[src/rtl/dsi_sync_pkg.sv]
// Shared widths, packet codes and the decoded event record for the
// sync and enable generator. Assumes 6-bit DSI data type values.
package dsi_sync_pkg;
    localparam int TYPE_W = 6;
    typedef logic [TYPE_W-1:0] ptype_t;

    localparam ptype_t CODE_FRAME_BEGIN = 6'h01;
    localparam ptype_t CODE_FRAME_FINISH = 6'h11;
    localparam ptype_t CODE_LINE_BEGIN = 6'h21;
    localparam ptype_t CODE_LINE_FINISH = 6'h31;

    typedef struct packed {
        logic frame_begin;
        logic frame_finish;
        logic line_begin;
        logic line_finish;
    } sync_evt_t;

    localparam int NUM_LEVELS = 2;
    localparam int LVL_V = 0;
    localparam int LVL_H = 1;
endpackage

[src/rtl/dsi_evt_decode.sv]
// Decodes a short-packet data type into sync events.
// Assumes short_evt lasts one cycle per packet; long packets are never
// decoded here, so a sync code on a long packet produces no event.
module dsi_evt_decode
    import dsi_sync_pkg::*;
(
    input  logic      short_evt,
    input  ptype_t    pkt_type,
    output sync_evt_t evt
);
    // Compare the type against each sync code, gated by the short flag.
    always_comb begin
        evt = '0;
        if (short_evt) begin
            evt.frame_begin  = (pkt_type == CODE_FRAME_BEGIN);
            evt.frame_finish = (pkt_type == CODE_FRAME_FINISH);
            evt.line_begin   = (pkt_type == CODE_LINE_BEGIN);
            evt.line_finish  = (pkt_type == CODE_LINE_FINISH);
        end
    end
endmodule

[src/rtl/dsi_level_flop.sv]
// Set/clear level register. Set wins over clear when both arrive together.
// Assumes synchronous active-low reset.
module dsi_level_flop (
    input  logic clk,
    input  logic rst_n,
    input  logic set_i,
    input  logic clr_i,
    output logic q
);
    // Hold the level, move it on a set or a clear.
    always_ff @(posedge clk) begin
        if (!rst_n)      q <= 1'b0;
        else if (set_i)  q <= 1'b1;
        else if (clr_i)  q <= 1'b0;
    end
endmodule

[src/rtl/dsi_payload_gate.sv]
// Registers a payload enable for long packets of one configured type.
// Assumes long_evt stays high over the payload of a long packet.
module dsi_payload_gate
    import dsi_sync_pkg::*;
#(
    parameter ptype_t PIX_TYPE = 6'h3E
) (
    input  logic   clk,
    input  logic   rst_n,
    input  logic   long_evt,
    input  ptype_t pkt_type,
    output logic   payload_en
);
    logic type_hit;

    // Match the packet type against the configured pixel type.
    always_comb type_hit = (pkt_type == PIX_TYPE);

    // Register the qualified long-packet flag.
    always_ff @(posedge clk) begin
        if (!rst_n) payload_en <= 1'b0;
        else        payload_en <= long_evt & type_hit;
    end
endmodule

[src/rtl/dsi_sync_gen.sv]
// Top: turns decoded DSI packet events into vsync, hsync and a payload
// enable, all registered in the byte clock domain with one cycle latency.
// Assumes the inputs come from a packet capture stage on the same clock.
module dsi_sync_gen
    import dsi_sync_pkg::*;
#(
    parameter logic [5:0] PIX_TYPE = 6'h3E
) (
    input  logic       clk,
    input  logic       rst_n,
    input  logic       short_evt,
    input  logic       long_evt,
    input  logic [5:0] pkt_type,
    output logic       vsync,
    output logic       hsync,
    output logic       payload_en
);
    sync_evt_t             evt;
    logic [NUM_LEVELS-1:0] lvl_set;
    logic [NUM_LEVELS-1:0] lvl_clr;
    logic [NUM_LEVELS-1:0] lvl_q;

    dsi_evt_decode u_decode (
        .short_evt (short_evt),
        .pkt_type  (pkt_type),
        .evt       (evt)
    );

    // Map events to set/clear of each level; frame events force a line pulse.
    always_comb begin
        lvl_set        = '0;
        lvl_clr        = '0;
        lvl_set[LVL_V] = evt.frame_begin;
        lvl_clr[LVL_V] = evt.frame_finish;
        lvl_set[LVL_H] = evt.line_begin | evt.frame_begin | evt.frame_finish;
        lvl_clr[LVL_H] = evt.line_finish;
    end

    for (genvar gi = 0; gi < NUM_LEVELS; gi++) begin : g_level
        dsi_level_flop u_lvl (
            .clk   (clk),
            .rst_n (rst_n),
            .set_i (lvl_set[gi]),
            .clr_i (lvl_clr[gi]),
            .q     (lvl_q[gi])
        );
    end

    assign vsync = lvl_q[LVL_V];
    assign hsync = lvl_q[LVL_H];

    dsi_payload_gate #(.PIX_TYPE(PIX_TYPE)) u_gate (
        .clk        (clk),
        .rst_n      (rst_n),
        .long_evt   (long_evt),
        .pkt_type   (pkt_type),
        .payload_en (payload_en)
    );
endmodule

[config.mk]
export PLATFORM = sky130hd
export DESIGN_NAME = dsi_sync_gen
export DESIGN_NICKNAME = d
export VERILOG_FILES = /design/src/rtl/dsi_sync_pkg.sv /design/src/rtl/dsi_evt_decode.sv /design/src/rtl/dsi_level_flop.sv /design/src/rtl/dsi_payload_gate.sv /design/src/rtl/dsi_sync_gen.sv
export SDC_FILE = /design/constraint.sdc
export NUM_CORES = 1
export LEC_CHECK = 0
export BUFFER_PORTS_ARGS = -buffer_cell sky130_fd_sc_hd__buf_2
export CAP_MARGIN = 20
export CORE_AREA = 2 2 39 41
export DETAILED_ROUTE_END_ITERATION = 16
export DIE_AREA = 0 0 41 43
export SYNTH_ARGS = -nofsm -noshare
export SYNTH_HDL_FRONTEND = slang
export SYNTH_SLANG_ARGS = --single-unit
[constraint.sdc]
create_clock -name clk -period 1.75 [get_ports clk]
set_clock_uncertainty 0.05 [all_clocks]
set_input_delay 0.175 -clock clk [delete_from_list [all_inputs] [get_ports clk]]
set_output_delay 0.175 -clock clk [all_outputs]
set_load 0.02 [all_outputs]
== Word level (Yosys, flattened, before mapping) ==
Index checks and enable logic that the tools add are counted.
Storage, ports and cells
  bits in registers: 3
  input bits: 10
  output and inout bits: 3
Cells by class
  eq/ne operators: 5
  muxes and demuxes: 5
  bitwise operators: 3
  reduce and logical (&&, ||, !) cells: 2
Operators by type and width (number)
  == test 6 bit, second input constant: 3
  == test 6 x 1 -> 1 bit, second input constant: 1
  == test 6 x 5 -> 1 bit, second input constant: 1
  two-way mux 1 bit: 4
  two-way mux 4 bit: 1
  nonzero test 2 bit: 2
  bitwise OR 1 bit: 2
  AND 1 bit: 1

== Longest topological paths before layout ==
Gate-level depths: netlist of run 1.
  word-level depth: 5
  mapped depth: 3

== By module ==
A second synthesis of run 1 with hierarchy kept.
Unflattened totals
  cell total of the unflattened synthesis: 19
  area, all modules: 196.4 µm²
By module, submodules not included
  dsi_level_flop: instances 2, cells each 3, area each 41.3 µm², sequential area each 20.0 µm²
  dsi_evt_decode: instances 1, cells each 8, area each 68.8 µm², sequential area each 0.0 µm²
  dsi_payload_gate: instances 1, cells each 4, area each 38.8 µm², sequential area each 20.0 µm²
  dsi_sync_gen: instances 1, cells each 1, area each 6.3 µm², sequential area each 0.0 µm²

== Worst setup path after synthesis of run 1 ==
No wires, ideal clock.
  kind: input-to-reg
  start: input port pkt_type[2]
  end: register g_level[1].u_lvl.q
  arrival time: 0.723 ns
  slack: 0.856 ns
  stages on the path: 2
  path buffers: 0
  cell sequence: or2_4 > o311a_1
On the way
  cells in the longest elaborated chain, start to end: 5
  elaborated cells on any way between the ends: 9
Ends and longest elaborated chain
  start: declaration: line dsi_sync_gen.sv:13  | input logic [5:0] pkt_type,
  == test 6 bit / == test 6 x 1 -> 1 bit (equally long branches): line dsi_evt_decode.sv:17, dsi_evt_decode.sv:15
  two-way mux 4 bit *: line dsi_evt_decode.sv:14  | if (short_evt) begin
  bitwise OR 1 bit (2 in a row): line dsi_sync_gen.sv:35  | lvl_set[LVL_H] = evt.line_begin | evt.frame_begin | evt.frame_finish;
  two-way mux 1 bit / nonzero test 2 bit (equally long branches)
  end signal: assignment: line dsi_level_flop.sv:12  | if (!rst_n) q <= 1'b0;
  end signal: assignment: line dsi_level_flop.sv:13  | else if (set_i) q <= 1'b1;
  end signal: assignment: line dsi_level_flop.sv:14  | else if (clr_i) q <= 1'b0;
  end: declaration: line dsi_level_flop.sv:8  | output logic q
Every way passes the cells marked *; elsewhere a longest branch is shown, timed or not.
A chain may end at the register's enable or synchronous reset.

== Worst setup path after layout of run 1 ==
  start: register g_level[1].u_lvl.q
  end: output port hsync
RTL lines
  end: declaration: line dsi_sync_gen.sv:15  | output logic hsync,
No word-level cell between the ends.

==> run metrics, run 1 <==
unrepaired setup endpoints after global routing=false; share of cells above drive strength 1=54.8%; HP Class=input port to register; FF-to-FF Start=g_level[1].u_lvl.q; final period utilization=54.2%; synth warn=0; average wire per standard cell=7.79 µm; Setup TNS=0 ns; Placed Cells incl. Taps=43; CTS Buf Count=3; Initial Util=10.4%; row cnt=14; routability cong.=0.528; core area=1380 µm²; Setup Fix Bufs, Post-CTS=0; CP Depth=1; Cell Area, Synth=144 µm²; WL met2=137 µm; post-synth top area cell=dfxtp_1; Crit Path Category=register to output pin; CTS Hold Buffers Added=0; Worst-Margin Slew=0.200 ns; Final Util=18.1%; Max Root-Sink Buffers=2; Critical Path RT=1.52 ns; delay-heaviest family, CP=flip-flops; max-slew violations=0; Synth top area share=41.7%; Net Count, Synth=25; Port Buf Inserts=12; area taken by multi-input logic gates=80.1 µm²; CP endpoint kind=output pin; Root Buffer=clkbuf_4; final WL=366 µm; CP Max Fanout=2; Final Non-Filler Cells=47; nets=42; Finish-stage setup viols=0; gr usage total=4.50%; uppermost routed layer=met4; vias in the first global route=139; fmax=1050 MHz; initial DRC count=0; global-route wire length before repair=469 µm; hold wc startpoint=pkt_type[0]; # DRC=0; Crit path largest cell delay=0.32 ns; PwrDens=863 nW/µm²; ANT nets after route=0; Final min period=0.949 ns; register area=60.1 µm²; Seq/Total Area, Yosys=41.7%; Synth cell types=12; slowest CP cell=dfxtp_1; Rel. slew slack=86.6%; worst-skew pair later-pin latency=0.23 ns; # H-tree levels=1; CTS tree=yes; FF-to-FF End=g_level[1].u_lvl.q; final hold viol count=0; pin count of the biggest net entering global routing=5; Sink Count=3; M1 WL=163 µm; Yosys reg bits=3; synthesized instance count=15; die width=41 µm; Peak VDD IR=0.000158 V; HPWL after DPL=293 µm; cts repair resizes=0; Area growth, synth to finish=73.9%; Critical path origin=g_level[1].u_lvl.q; Arr. time, crit path=0.72 ns; Via Count=166; # IOs=13; total overflow reported by the global router=0; CTS clk-pin slew, worst paths=0.04 ns; max-cap violation count=0; Final Power=216 µW; Inserted Diodes=0; top post-synthesis cells by area=dfxtp_1, mux2i_1, nor3_2; Avg Vias per Cell=3.53; Reg2Reg Depth=2; wire length on met3=48 µm; status=completed; Die H=43 µm; worst path cell trace=buf_2; crit path buf inv count=1; DRT Pass-1 Iters=1; Avg Inst Size Synth=9.59 µm²; Critical Path Start Type=register; crit path capture=hsync; antenna violations before repair=0; Layout fillers=159; Worst R2R Setup Slack=1.02 ns; area of the die=1760 µm²; static leakage=0.115 nW
-- state kept, by name (all words and copies together), names as in the netlist --
name               count
u_gate.payload_en      1
g_level.u_lvl.q        2
-- stage by stage --
step / worst slack [ns] / instance area [µm²] / hold WS (ns)
floorplan: 0.856 / 144 / 0.202
global placement: 0.731 / 224 / 0.308
detailed placement: 0.722 / 224 / 0.310
CTS: 0.796 / 250 / 0.0632
global route: 0.773 / 250 / 0.0662
finish: 0.801 / 250 / 0.0642
-- metal layers --
layer | vias up | global-route usage (%)
li1 | 86 | -
met1 | 67 | 3.82
met2 | 11 | 5.94
met3 | 2 | 2.62
met4 | 0 | 6.00
met5 | - | 0
-- report_power, final --
| part | internal, mW | total (mW) | switching [mW] |
|---|---|---|---|
| logic | 0.0121 | 0.0223 | 0.0102 |
| clock network | 0.0856 | 0.124 | 0.0382 |
| registers | 0.0695 | 0.0698 | 0.000354 |
| total | 0.167 | 0.216 | 0.0488 |
-- cell usage after synthesis --
cell	n
nor3_2	1
inv_1	1
dfxtp_1	3
nand4_1	1
or2_4	1
nand3b_1	1
nand2b_1	1
nor4_1	1
mux2i_1	1
nand2_1	2
o21bai_1	1
o311a_1	1
-- placed cells by master, fill, tap and decap left out, drive strengths merged --
cell type / count
nand4: 1
clkbuf: 4
mux2i: 1
o21bai: 1
nand2b: 1
nor4: 1
nor3: 1
or2: 1
nand2: 2
inv: 1
buf: 12
o311a: 1
dfxtp: 3
nand3b: 1
-- cells by family after synthesis --
kind of cell    count (synthesis)  share of synthesized area [%]
compound gates                  2                           12.2
buf+inv                         1                           2.61
flops                           3                           41.7
mux                             1                           6.96
simple gates                    8                           36.5
-- layout make-up --
cell class                      instances  area share [%]
Sequential cell                         3            24.0
Clock buffer                            4            10.5
Multi-Input combinational cell         11            32.0
Inverter                                1            1.50
Timing Repair Buffer                   12            24.0
Tap cell                               16            8.00
-- worst min path at each step --
stage                              endpoint  slack [ns]  cells after the start
after floorplan           u_gate.payload_en        0.20                      1
final                     u_gate.payload_en        0.06                      2
after global placement    u_gate.payload_en        0.31                      2
after detailed placement  u_gate.payload_en        0.31                      2
after CTS                 u_gate.payload_en        0.06                      2
after global routing      u_gate.payload_en        0.07                      2
Power figures use the tool's default switching activity.
==> run 2, diff against run 1 <==
Clock period 1.75 ns to 0.8 ns, I/O delays scaled along.
==> run metrics, run 2 (synthesized netlist as in run 1, its figures left out) <==
status=completed (unchanged); # IOs=13 (unchanged); Root Buffer=clkbuf_4 (unchanged); area taken by multi-input logic gates=80.1 µm² (unchanged); unrepaired setup endpoints after global routing=true (was false); average wire per standard cell=8.08 µm (was 7.79 µm); worst path cell trace=buf_6 (was buf_2); row cnt=14 (unchanged); Final min period=0.795 ns; Setup TNS=0 ns (unchanged); Worst R2R Setup Slack=0.06 ns (was 1.02 ns); Endpoint, Worst Hold=u_gate.payload_en (unchanged); Most flops, register=g_level.u_lvl.q (unchanged); P_int=370 µW (was 167 µW); Port Buf Inserts=12 (unchanged); initial DRC count=0 (unchanged); max-slew violations=0 (unchanged); design area=280 µm² (was 250 µm²); share of cells above drive strength 1=65.6% (was 54.8%); Area growth, synth to finish=94.8% (was 73.9%); CTS clk-pin slew, worst paths=0.04 ns (about the same); Net Sw Frac=20.9% (was 22.6%); slowest CP cell=dfxtp_2 (was dfxtp_1); Final Power=468 µW (was 216 µW); clock network power share=55.7% (was 57.3%); Critical Path Start Type=register (unchanged); die width=41 µm (unchanged); core area=1380 µm² (unchanged); total overflow reported by the global router=0 (unchanged); fmax=1260 MHz; Worst-Margin Slew=0.256 ns (was 0.200 ns); nets=43 (was 42); Finish-stage setup viols=0 (unchanged); placed inst area=233 µm² (was 224 µm²); Reg2Reg Depth=2 (unchanged); final WL=388 µm (was 366 µm); Final Non-Filler Cells=48 (was 47); worst-skew pair later-pin latency=0.23 ns (about the same); max reg flops=2 (unchanged); static leakage=0.123 nW (was 0.115 nW); Avg Vias per Cell=3.56 (was 3.53); max-cap violation count=0 (unchanged); Placed Cells incl. Taps=44 (was 43); Rel. slew slack=82.8% (was 86.6%); Logic pwr share=11.5% (was 10.3%); Initial Util=10.4% (unchanged); Arr. time, crit path=0.66 ns (was 0.72 ns); Final WS setup=0.00510 ns (was 0.801 ns); Switching Power=98.0 µW (was 48.8 µW); CTS tree=yes (unchanged); FF-to-FF End=g_level[1].u_lvl.q (unchanged); area of the die=1760 µm² (unchanged); # DRC=0 (unchanged); commonest cells after routing, fill and taps aside=buf_2, clkbuf_4, dfxtp_2, buf_6, nand2_1 (was buf_2, clkbuf_4, dfxtp_1, nand2_1); PwrDens=1670 nW/µm² (was 863 nW/µm²); Die H=43 µm (unchanged); final hold viol count=0 (unchanged); routability cong.=0.567 (was 0.528); gr usage total=5.91% (was 4.50%); Max Root-Sink Buffers=2 (unchanged); top flop regs=g_level.u_lvl.q x2, u_gate.payload_en x1 (unchanged); pre-CTS setup slack=-0.145 ns (was 0.722 ns); CP Max Fanout=2 (unchanged); Critical Path RT=0.67 ns (was 1.52 ns); Crit path largest cell delay=0.31 ns (was 0.32 ns); global-route wire length before repair=662 µm (was 469 µm); crit path buf inv count=1 (unchanged); Inserted Diodes=0 (unchanged); HP Class=input port to register (unchanged); Sink Count=3 (unchanged); delay-heaviest family, CP=flip-flops (unchanged); Reg power frac=32.8% (was 32.3%); Hold Path Cell Cnt=3 (was 2); leading cell type in the layout, fill and taps excluded=buf_2 (unchanged); Crit Path Category=register to output pin (unchanged); # H-tree levels=1 (unchanged); antenna violations before repair=0 (unchanged); HPWL after DPL=333 µm (was 293 µm); Peak VDD IR=0.000422 V (was 0.000158 V); final period utilization=99.4%; DRT Pass-1 Iters=1 (unchanged); CTS Buf Count=3 (unchanged); pin count of the biggest net entering global routing=5 (unchanged); FF-to-FF Start=g_level[1].u_lvl.q (unchanged); register area=63.8 µm² (was 60.1 µm²); Via Count=171 (was 166); Layout fillers=164 (was 159); hold wc startpoint=pkt_type[1] (was pkt_type[0]); ANT nets after route=0 (unchanged); CP endpoint kind=output pin (unchanged); vias in the first global route=196 (was 139)
==> run 2: cell types whose count changed in the layout (fill, tap and decap cells not counted), sizes merged <==
cell / previous run / this run
buf: 12 / 13
==> run 2: final cells by class <==
class	count	area share [%]
timing repair buffer	13	30.8
multi-input combinational	11	28.6
sequential	3	22.8
clock buffer	4	9.37
tap	16	7.14
inverter	1	1.34
==> run 2: worst max-delay path by stage <==
stage | start | to | slack (ns) | cells past startpoint
final | g_level[0].u_lvl.q | vsync | 0.005 | 1
after global routing | g_level[1].u_lvl.q | hsync | -0.02 | 1
after CTS | g_level[0].u_lvl.q | vsync | -0.003 | 1
after detailed placement | pkt_type[1] | g_level[1].u_lvl.q | -0.15 | 3
after global placement | pkt_type[1] | g_level[1].u_lvl.q | -0.13 | 3
after floorplan | pkt_type[1] | g_level[1].u_lvl.q | 0.02 | 2
==> run 2: per-stage QoR <==
step	hold slack [ns]	utilization, %
final	0.0555	20.3
after global routing	0.0566	20.3
after CTS	0.0547	20.3
after detailed placement	0.307	16.8
after global placement	0.301	16.8
after floorplan	0.107	-
==> run 2: layer usage <==
metal  routed length [µm]  up-vias  track usage (%)
met5                    0        -                0
met4                    0        0             6.00
met3                   34        0             3.66
met2                  239        3             8.75
met1                  114       79             4.79
li1                     -       89                -
==> run 2: power groups by stage <==
stage,logic [mW],registers (mW),clock network [mW]
final,0.0539,0.153,0.261
after global routing,0.0594,0.153,0.290
after CTS,0.0547,0.153,0.273
after detailed placement,0.0528,0.155,0
after global placement,0.0516,0.155,0
after floorplan,0.0166,0.157,0
==> run 2: repair_timing <==
item                                    CTS  global route
gates resized for setup                   8             0
buffers inserted                          0             0
hold buffers                              0             0
pin swaps                                 0             0
hold endpoints to repair                  0             0
gates cloned                              0             0
endpoints found under the setup margin    3             3
